<file path="config.mk">
export PLATFORM = sky130hd
export DESIGN_NAME = dp_addr_unit
export DESIGN_NICKNAME = d
export VERILOG_FILES = /design/src/rtl/dp_pkg.sv /design/src/rtl/dp_page_reg.sv /design/src/rtl/dp_addr_gen.sv /design/src/rtl/dp_addr_unit.sv
export SDC_FILE = /design/constraint.sdc
export NUM_CORES = 1
export LEC_CHECK = 0
export BUFFER_PORTS_ARGS = -buffer_cell sky130_fd_sc_hd__buf_2
export CAP_MARGIN = 15
export CORE_MARGIN = 3
export CORE_UTILIZATION = 29
export DETAILED_ROUTE_END_ITERATION = 16
export GPL_TIMING_DRIVEN = 0
export PLACE_DENSITY = 0.88
export REMOVE_ABC_BUFFERS = 1
export SLEW_MARGIN = 20
export SYNTH_ARGS = -nofsm -noshare
export SYNTH_HDL_FRONTEND = slang
export SYNTH_SLANG_ARGS = --single-unit
</file>
<file path="constraint.sdc">
create_clock -name clk -period 1.17 [get_ports clk]
set_input_delay 0.117 -clock clk [delete_from_list [all_inputs] [get_ports clk]]
set_output_delay 0.117 -clock clk [all_outputs]
set_load 0.005 [all_outputs]
</file>
<file path="src/rtl/dp_pkg.sv">
package dp_pkg;
  typedef enum logic {
    LK_OPEN = 1'b0,
    LK_SHUT = 1'b1
  } lock_state_t;

  function automatic logic [15:0] dp_join(input logic [7:0] hi, input logic [7:0] lo);
    return {hi, lo};
  endfunction
endpackage

</file>
<file path="src/rtl/dp_page_reg.sv">
module dp_page_reg #(
  parameter int PAGE_W = 8,
  parameter int REG_AW = 8,
  parameter logic [REG_AW-1:0] OFFSET = 8'h11
) (
  input  logic              clk,
  input  logic              rst_n,
  input  logic              special_mode,
  input  logic              wr_en,
  input  logic [REG_AW-1:0] addr,
  input  logic [PAGE_W-1:0] wdata,
  output logic [PAGE_W-1:0] rdata,
  output logic [PAGE_W-1:0] page,
  output logic              locked
);
  import dp_pkg::*;

  lock_state_t lk_q;
  logic [PAGE_W-1:0] page_q;
  logic hit, accept, take_lock;

  always_comb begin
    hit       = wr_en && (addr == OFFSET);
    accept    = hit && (special_mode || (lk_q == LK_OPEN));
    take_lock = hit && !special_mode && (lk_q == LK_OPEN);
  end

  always_ff @(posedge clk or negedge rst_n) begin
    if (!rst_n) begin
      page_q <= '0;
      lk_q   <= LK_OPEN;
    end else begin
      if (accept)    page_q <= wdata;
      if (take_lock) lk_q   <= LK_SHUT;
    end
  end

  assign rdata  = (addr == OFFSET) ? page_q : '0;
  assign page   = page_q;
  assign locked = (lk_q == LK_SHUT);
endmodule

</file>
<file path="src/rtl/dp_addr_gen.sv">
module dp_addr_gen #(
  parameter int PAGE_W  = 8,
  parameter int GPAGE_W = 7,
  localparam int LADDR_W = 2 * PAGE_W,
  localparam int GADDR_W = LADDR_W + GPAGE_W
) (
  input  logic [PAGE_W-1:0]  page,
  input  logic               direct,
  input  logic               global_acc,
  input  logic [PAGE_W-1:0]  operand,
  input  logic [LADDR_W-1:0] full_addr,
  input  logic [GPAGE_W-1:0] gpage,
  output logic [LADDR_W-1:0] local_addr,
  output logic [GADDR_W-1:0] global_addr
);
  logic [LADDR_W-1:0] low;

  always_comb begin
    low = direct ? {page, operand} : full_addr;
  end

  assign local_addr = low;

  genvar gi;
  generate
    for (gi = 0; gi < GPAGE_W; gi++) begin : g_upper
      assign global_addr[LADDR_W+gi] = global_acc & gpage[gi];
    end
  endgenerate
  assign global_addr[LADDR_W-1:0] = low;
endmodule

</file>
<file path="src/rtl/dp_addr_unit.sv">
module dp_addr_unit #(
  parameter int PAGE_W  = 8,
  parameter int GPAGE_W = 7,
  parameter int REG_AW  = 8,
  parameter logic [REG_AW-1:0] PAGE_OFFSET = 8'h11,
  localparam int LADDR_W = 2 * PAGE_W,
  localparam int GADDR_W = LADDR_W + GPAGE_W
) (
  input  logic               clk,
  input  logic               rst_n,
  input  logic               special_mode,
  input  logic               reg_wr_en,
  input  logic [REG_AW-1:0]  reg_addr,
  input  logic [PAGE_W-1:0]  reg_wdata,
  output logic [PAGE_W-1:0]  reg_rdata,
  input  logic               req_valid,
  output logic               req_ready,
  input  logic               req_direct,
  input  logic               req_global,
  input  logic [PAGE_W-1:0]  req_operand,
  input  logic [LADDR_W-1:0] req_full_addr,
  input  logic [GPAGE_W-1:0] req_gpage,
  output logic               rsp_valid,
  input  logic               rsp_ready,
  output logic [LADDR_W-1:0] rsp_local_addr,
  output logic [GADDR_W-1:0] rsp_global_addr
);
  logic [PAGE_W-1:0] page_q;
  logic              lock_q;

  dp_page_reg #(.PAGE_W(PAGE_W), .REG_AW(REG_AW), .OFFSET(PAGE_OFFSET)) u_reg (
    .clk(clk), .rst_n(rst_n), .special_mode(special_mode),
    .wr_en(reg_wr_en), .addr(reg_addr), .wdata(reg_wdata),
    .rdata(reg_rdata), .page(page_q), .locked(lock_q)
  );

  dp_addr_gen #(.PAGE_W(PAGE_W), .GPAGE_W(GPAGE_W)) u_gen (
    .page(page_q), .direct(req_direct), .global_acc(req_global),
    .operand(req_operand), .full_addr(req_full_addr), .gpage(req_gpage),
    .local_addr(rsp_local_addr), .global_addr(rsp_global_addr)
  );

  assign rsp_valid = req_valid;
  assign req_ready = rsp_ready;
endmodule

</file>
; After elaboration in Yosys (flattened, before gate mapping)
; Index checks and enable logic that the tools add are counted.
[op_classes]
n_reduce_logical = 6
muxes = 2
eq_ne = 1
bitwise = 8
[ops]
columns = cell, n
row1 = $mux 16, 1
row2 = $eq 8x5->1 const B, 1
row3 = $mux 8, 1
row4 = $and 1x1->1, 7
row5 = $logic_and 1x1->1, 4
row6 = $logic_not 1->1, 1
row7 = $logic_or 1x1->1, 1
row8 = $not 1->1, 1
[word_totals]
in_bits = 55
out_inout_bits = 49
register_bits = 9
wordCells = 19

; Logic depth before layout (Yosys ltp)
[logic_depth]
depth_word = 4
ltp_mapped = 4
mapped_depth_nobuf = 3

; By module
; Synthesis repeated with hierarchy kept, for this count alone.
[unflattened]
hier_cells = 75
area_unflattened_um2 = 879.6
[by_module_without_submodules]
columns = mod, instances, seq_area_each_um2, area_each_um2, cells_per_inst
row1 = dp_page_reg, 1, 225.2, 451.7, 32
row2 = dp_addr_gen, 1, 0.0, 412.9, 41
row3 = dp_addr_unit, 1, 0.0, 15.0, 2

; Worst setup path after synthesis
; Ideal clock, no wire load.
[synth_timing]
kind = input-to-reg
startpoint = input port reg_addr[1]
endpoint = register u_reg.page_q[0] (netlist: u_reg.page[0])
path_slack_ns = -0.071
path_buffers = 0
arrival_ns = 1.116
required_ns = 1.045
cell_stages = 3
setup_time_ns = 0.125
cell_sequence = nor4b_4 o2111ai_4 mux2_2
[synth_between]
elab_chain_cells = 3
[synth_rtl]
columns = element, line_no
row1 = start: declaration, dp_addr_unit.sv:13  ; input logic [REG_AW-1:0] reg_addr,
row2 = $eq 8x5->1, dp_page_reg.sv:23  ; hit = wr_en && (addr == OFFSET);
row3 = $logic_and 1x1->1, dp_page_reg.sv:23
row4 = $logic_and 1x1->1, dp_page_reg.sv:24  ; accept = hit && (special_mode || (lk_q == LK_OPEN));
row5 = end signal: assignment, dp_page_reg.sv:33  ; if (accept) page_q <= wdata;
row6 = end: declaration, dp_page_reg.sv:19  ; logic [PAGE_W-1:0] page_q;
; No other way between the ends.
; A chain may end at the register's enable or synchronous reset.

; Worst setup path after layout
[layout_timing]
startpoint = input port reg_addr[6]
endpoint = register u_reg.page_q[7] (netlist: u_reg.page[7])
; The elaborated chain is that of the path after synthesis.

==> tab_implementation.tex <==
\begin{tabular}{lr}
\hline
Metric & Value \\
\hline
\multicolumn{2}{l}{\textbf{Clock network}} \\
\quad Maximum level of the CTS H-tree & 1 \\
\quad Root Buffer & clkbuf\_4 \\
\quad Clock latency of the later-clocked register in the worst-skew pair & between 0.2 and 0.3 ns \\
\quad Clock Path Buffers & 2 \\
\quad Clock slew seen by the registers of the worst setup and hold paths & 0.07 ns \\
\quad Number of buffers added by the clock tree synthesis step & 3 \\
\quad Sinks on Clock Net & 9 \\
\quad Clock tree from TritonCTS & yes \\
\multicolumn{2}{l}{\textbf{Logic synthesis}} \\
\quad Syn Std Cell Area & 831 sq um \\
\quad Post-synthesis sequential area ratio & about 27\% \\
\quad Count of unique library cells instantiated by Yosys & 12 \\
\quad FF+latch count, synth & 9 \\
\quad YS warnings & 0 \\
\quad Mapped Avg Cell Area & around 11 sq um \\
\quad Number of instances in the synthesized netlist & 74 \\
\multicolumn{2}{l}{\textbf{Floorplanning}} \\
\quad Num ports & between 100 and 150 \\
\quad Height of the die & between 50 and 60 microns \\
\quad X dimension of the die & approximately 60 microns \\
\quad Die area & roughly 3500 sq um \\
\quad Initial core utilization & $\sim$32\% \\
\quad Placeable Area & 2590 sq um \\
\quad Std-Cell Rows & 18 \\
\multicolumn{2}{l}{\textbf{Timing}} \\
\quad Slew at the pin closest to its max-slew limit & about 0.46 ns \\
\quad Final count of hold timing violations & 0 \\
\quad Final setup viols & 22 \\
\quad Final Max Tran Viols & 0 \\
\quad Minimum setup slack in the final design & -0.0415 ns \\
\quad Setup repair after global routing missed its margin & yes \\
\quad Final period util & 104\% \\
\quad Final worst path period need & about 1.2 ns \\
\quad Tightest slew margin relative to the limit & 69.7\% \\
\quad Largest clock skew in the final design & just over 0.009 ns \\
\quad Peak Freq & 0.825 GHz \\
\multicolumn{2}{l}{\textbf{Worst hold path}} \\
\quad Type of the tightest min-delay check & input port to flip-flop \\
\quad Worst hold start & reg\_wdata[2] \\
\quad Worst hold path endpoint & u\_reg.page[2]\$\_DFFE\_PN0P\_ \\
\quad Hold Path Stages & 2 \\
\multicolumn{2}{l}{\textbf{Setup path}} \\
\quad Data required, critical path & 1.32 ns \\
\quad Worst R2R Setup Slack & -0.02 ns \\
\quad Worst Setup Path Type & input port to flip-flop \\
\quad Worst-path maximum fanout & 10 \\
\quad Crit. End Element & flip-flop \\
\quad Crit path arrival time & about 1.4 ns \\
\quad Reg-to-reg critical path startpoint & u\_reg.locked\$\_DFFE\_PN0P\_ \\
\quad Kind of start point of the critical path & input port \\
\quad End of the worst register-to-register path & u\_reg.page[2]\$\_DFFE\_PN0P\_ \\
\quad Worst-case reg-to-reg path depth & 4 \\
\multicolumn{2}{l}{\textbf{Placement}} \\
\quad Weighted congestion reported at the end of routability-driven placement & approximately 0.67 \\
\quad Instance area at placement & approximately 1200 sq um \\
\quad Buffers added on ports & between 90 and 100 \\
\quad Setup Slack @ Placement & -0.449 ns \\
\multicolumn{2}{l}{\textbf{Global routing}} \\
\quad Combined global-route utilization of all metal layers & 15.8\% \\
\quad Remaining Overflow, GRT & 0 \\
\quad Pin count of the biggest net entering global routing & 17 \\
\quad Number of antenna violations at the first check in global routing & 0 \\
\quad Wire length of the first global-routing pass & approximately 4.1 mm \\
\quad Number of global-route vias before repair & roughly 830 \\
\multicolumn{2}{l}{\textbf{Power}} \\
\quad Total internal power & about 0.67 mW \\
\quad Net Sw Frac & around 28\% \\
\quad Switching Power & 0.263 mW \\
\quad Power Dens Cells & 630 nW/um\^{}2 \\
\quad Relative contribution of the clock network to total power & roughly a quarter \\
\quad PnR Total Power & approximately 0.93 mW \\
\quad Static leakage power & slightly below 0.9 nW \\
\quad Sequential group share of total power & approximately a third \\
\quad Worst vdd ir & 503 uV \\
\quad Fraction of power consumed by combinational cells & 39.3\% \\
\multicolumn{2}{l}{\textbf{Layout}} \\
\quad Final instance area & 1480 sq um \\
\quad Layout-stage area growth over the synthesis result & 78.0\% \\
\quad Net count of the finished layout & between 200 and 250 \\
\quad Ant. Diodes & 0 \\
\quad Util after Layout & between 50\% and 60\% \\
\quad Fraction of final layout cells with drive strength greater than 1 & 88.5\% \\
\quad Commonest cells after routing, fill and taps aside & 83 x buf\_2, 16 x buf\_6, 15 x mux2\_4 \\
\quad Most common cell after layout, fill and taps aside & buf\_2 \\
\multicolumn{2}{l}{\textbf{Detailed routing}} \\
\quad Post-DR vias/cell & 4.63 \\
\quad Vias & 903 \\
\quad Number of detailed-route iterations in the first pass & 4 \\
\quad Count of antenna-violating nets left after detailed routing & 0 \\
\quad DR iter-0 viols & 17 \\
\quad Drt total wl & between 3 and 4 mm \\
\quad Number of remaining DRC errors & 0 \\
\quad Final routed wire length divided by cell count & about 16 microns \\
\multicolumn{2}{l}{\textbf{Run}} \\
\quad Max-cap violation count & 0 \\
\multicolumn{2}{l}{\textbf{Status}} \\
\quad Outcome & complete, but fails checks \\
\quad Violations in the final reports & setup timing \\
\hline
\end{tabular}
==> sequential cells by signal (all words and copies together) (netlist names) <==
name and flops:
u_reg.page 8, u_reg.locked 1
==> routing by layer <==
layer | wire length [microns] | GRT usage (%) | vias to the layer above
met5 | 0 | 0 | -
met4 | 11 | 1.90 | 0
met3 | 293 | 5.66 | 2
met2 | 1800 | 29.2 | 52
met1 | 1100 | 17.7 | 423
li1 | - | - | 426
==> Yosys cell counts <==
cell,number,area (sq um)
dfrtp_1,9,225
and3_2,8,60.1
mux2_2,24,270
and2_1,7,43.8
clkbuf_1,1,3.75
nand3_1,1,5.00
o21ai_0,1,5.00
o2111ai_4,1,26.3
inv_1,1,3.75
nor4b_4,2,47.6
buf_4,18,135
buf_2,1,5.00
==> what timing repair did <==
item	in CTS	in global routing
buffers inserted	5	2
hold buffers	1	0
endpoints found under the setup margin	30	38
endpoints found under the hold margin	9	0
pin swaps	2	1
gates resized for setup	20	12
==> final cells by class <==
class | instances | area (sq um)
fillers | 230 | 1110
repair buffers | 107 | 671
multi-input cells | 44 | 514
flip-flops and latches | 9 | 225
well taps | 30 | 37.5
clock buffers | 3 | 22.5
clock inverters | 1 | 5.00
inverters | 1 | 3.75
==> worst max path at each step <==
stage,from,endpoint,slack (ns)
3_3_place_gp,reg_addr[1],u_reg.page[7]$_DFFE_PN0P_,-0.44
4_1_cts,u_reg.locked$_DFFE_PN0P_,u_reg.page[5]$_DFFE_PN0P_,-0.04
5_1_grt,reg_addr[6],u_reg.page[7]$_DFFE_PN0P_,-0.07
6_report,reg_addr[6],u_reg.page[7]$_DFFE_PN0P_,-0.04
2_1_floorplan,reg_addr[1],u_reg.page[0]$_DFFE_PN0P_,-0.07
3_5_place_dp,reg_addr[1],u_reg.page[5]$_DFFE_PN0P_,-0.45
==> metrics by stage <==
step                hold slack [ns]  std cells  TNS [ns]
floorplan                    -0.179         54    -0.565
global route                 0.0615        195     -1.79
detailed placement          -0.0170        183     -4.54
finish                       0.0724        195    -0.406
global placement            -0.0177        183     -4.58
CTS                          0.0638        193    -0.448
==> critical path: stages <==
cell and delay [ns]:
buf_2 0.12, nor4b_4 0.29, buf_4 0.22, o2111ai_4 0.14, buf_12 0.17, mux2_4 0.30
==> cell families after synthesis <==
family / share of synthesized area, %
AO/OA/AOI/OAI: 3.77
buffers and inverters: 17.8
flip-flops: 27.1
multiplexers: 32.5
AND/OR/NAND/NOR: 18.8
==> power groups by stage <==
stage / clock network [mW] / logic [mW] / registers, mW
after global placement: 0 / 0.283 / 0.329
after floorplan: 0 / 0.0973 / 0.327
after global routing: 0.271 / 0.395 / 0.325
final: 0.242 / 0.366 / 0.324
after detailed placement: 0 / 0.288 / 0.329
after CTS: 0.254 / 0.342 / 0.323
No activity file was read; power rests on OpenSTA's default activity.
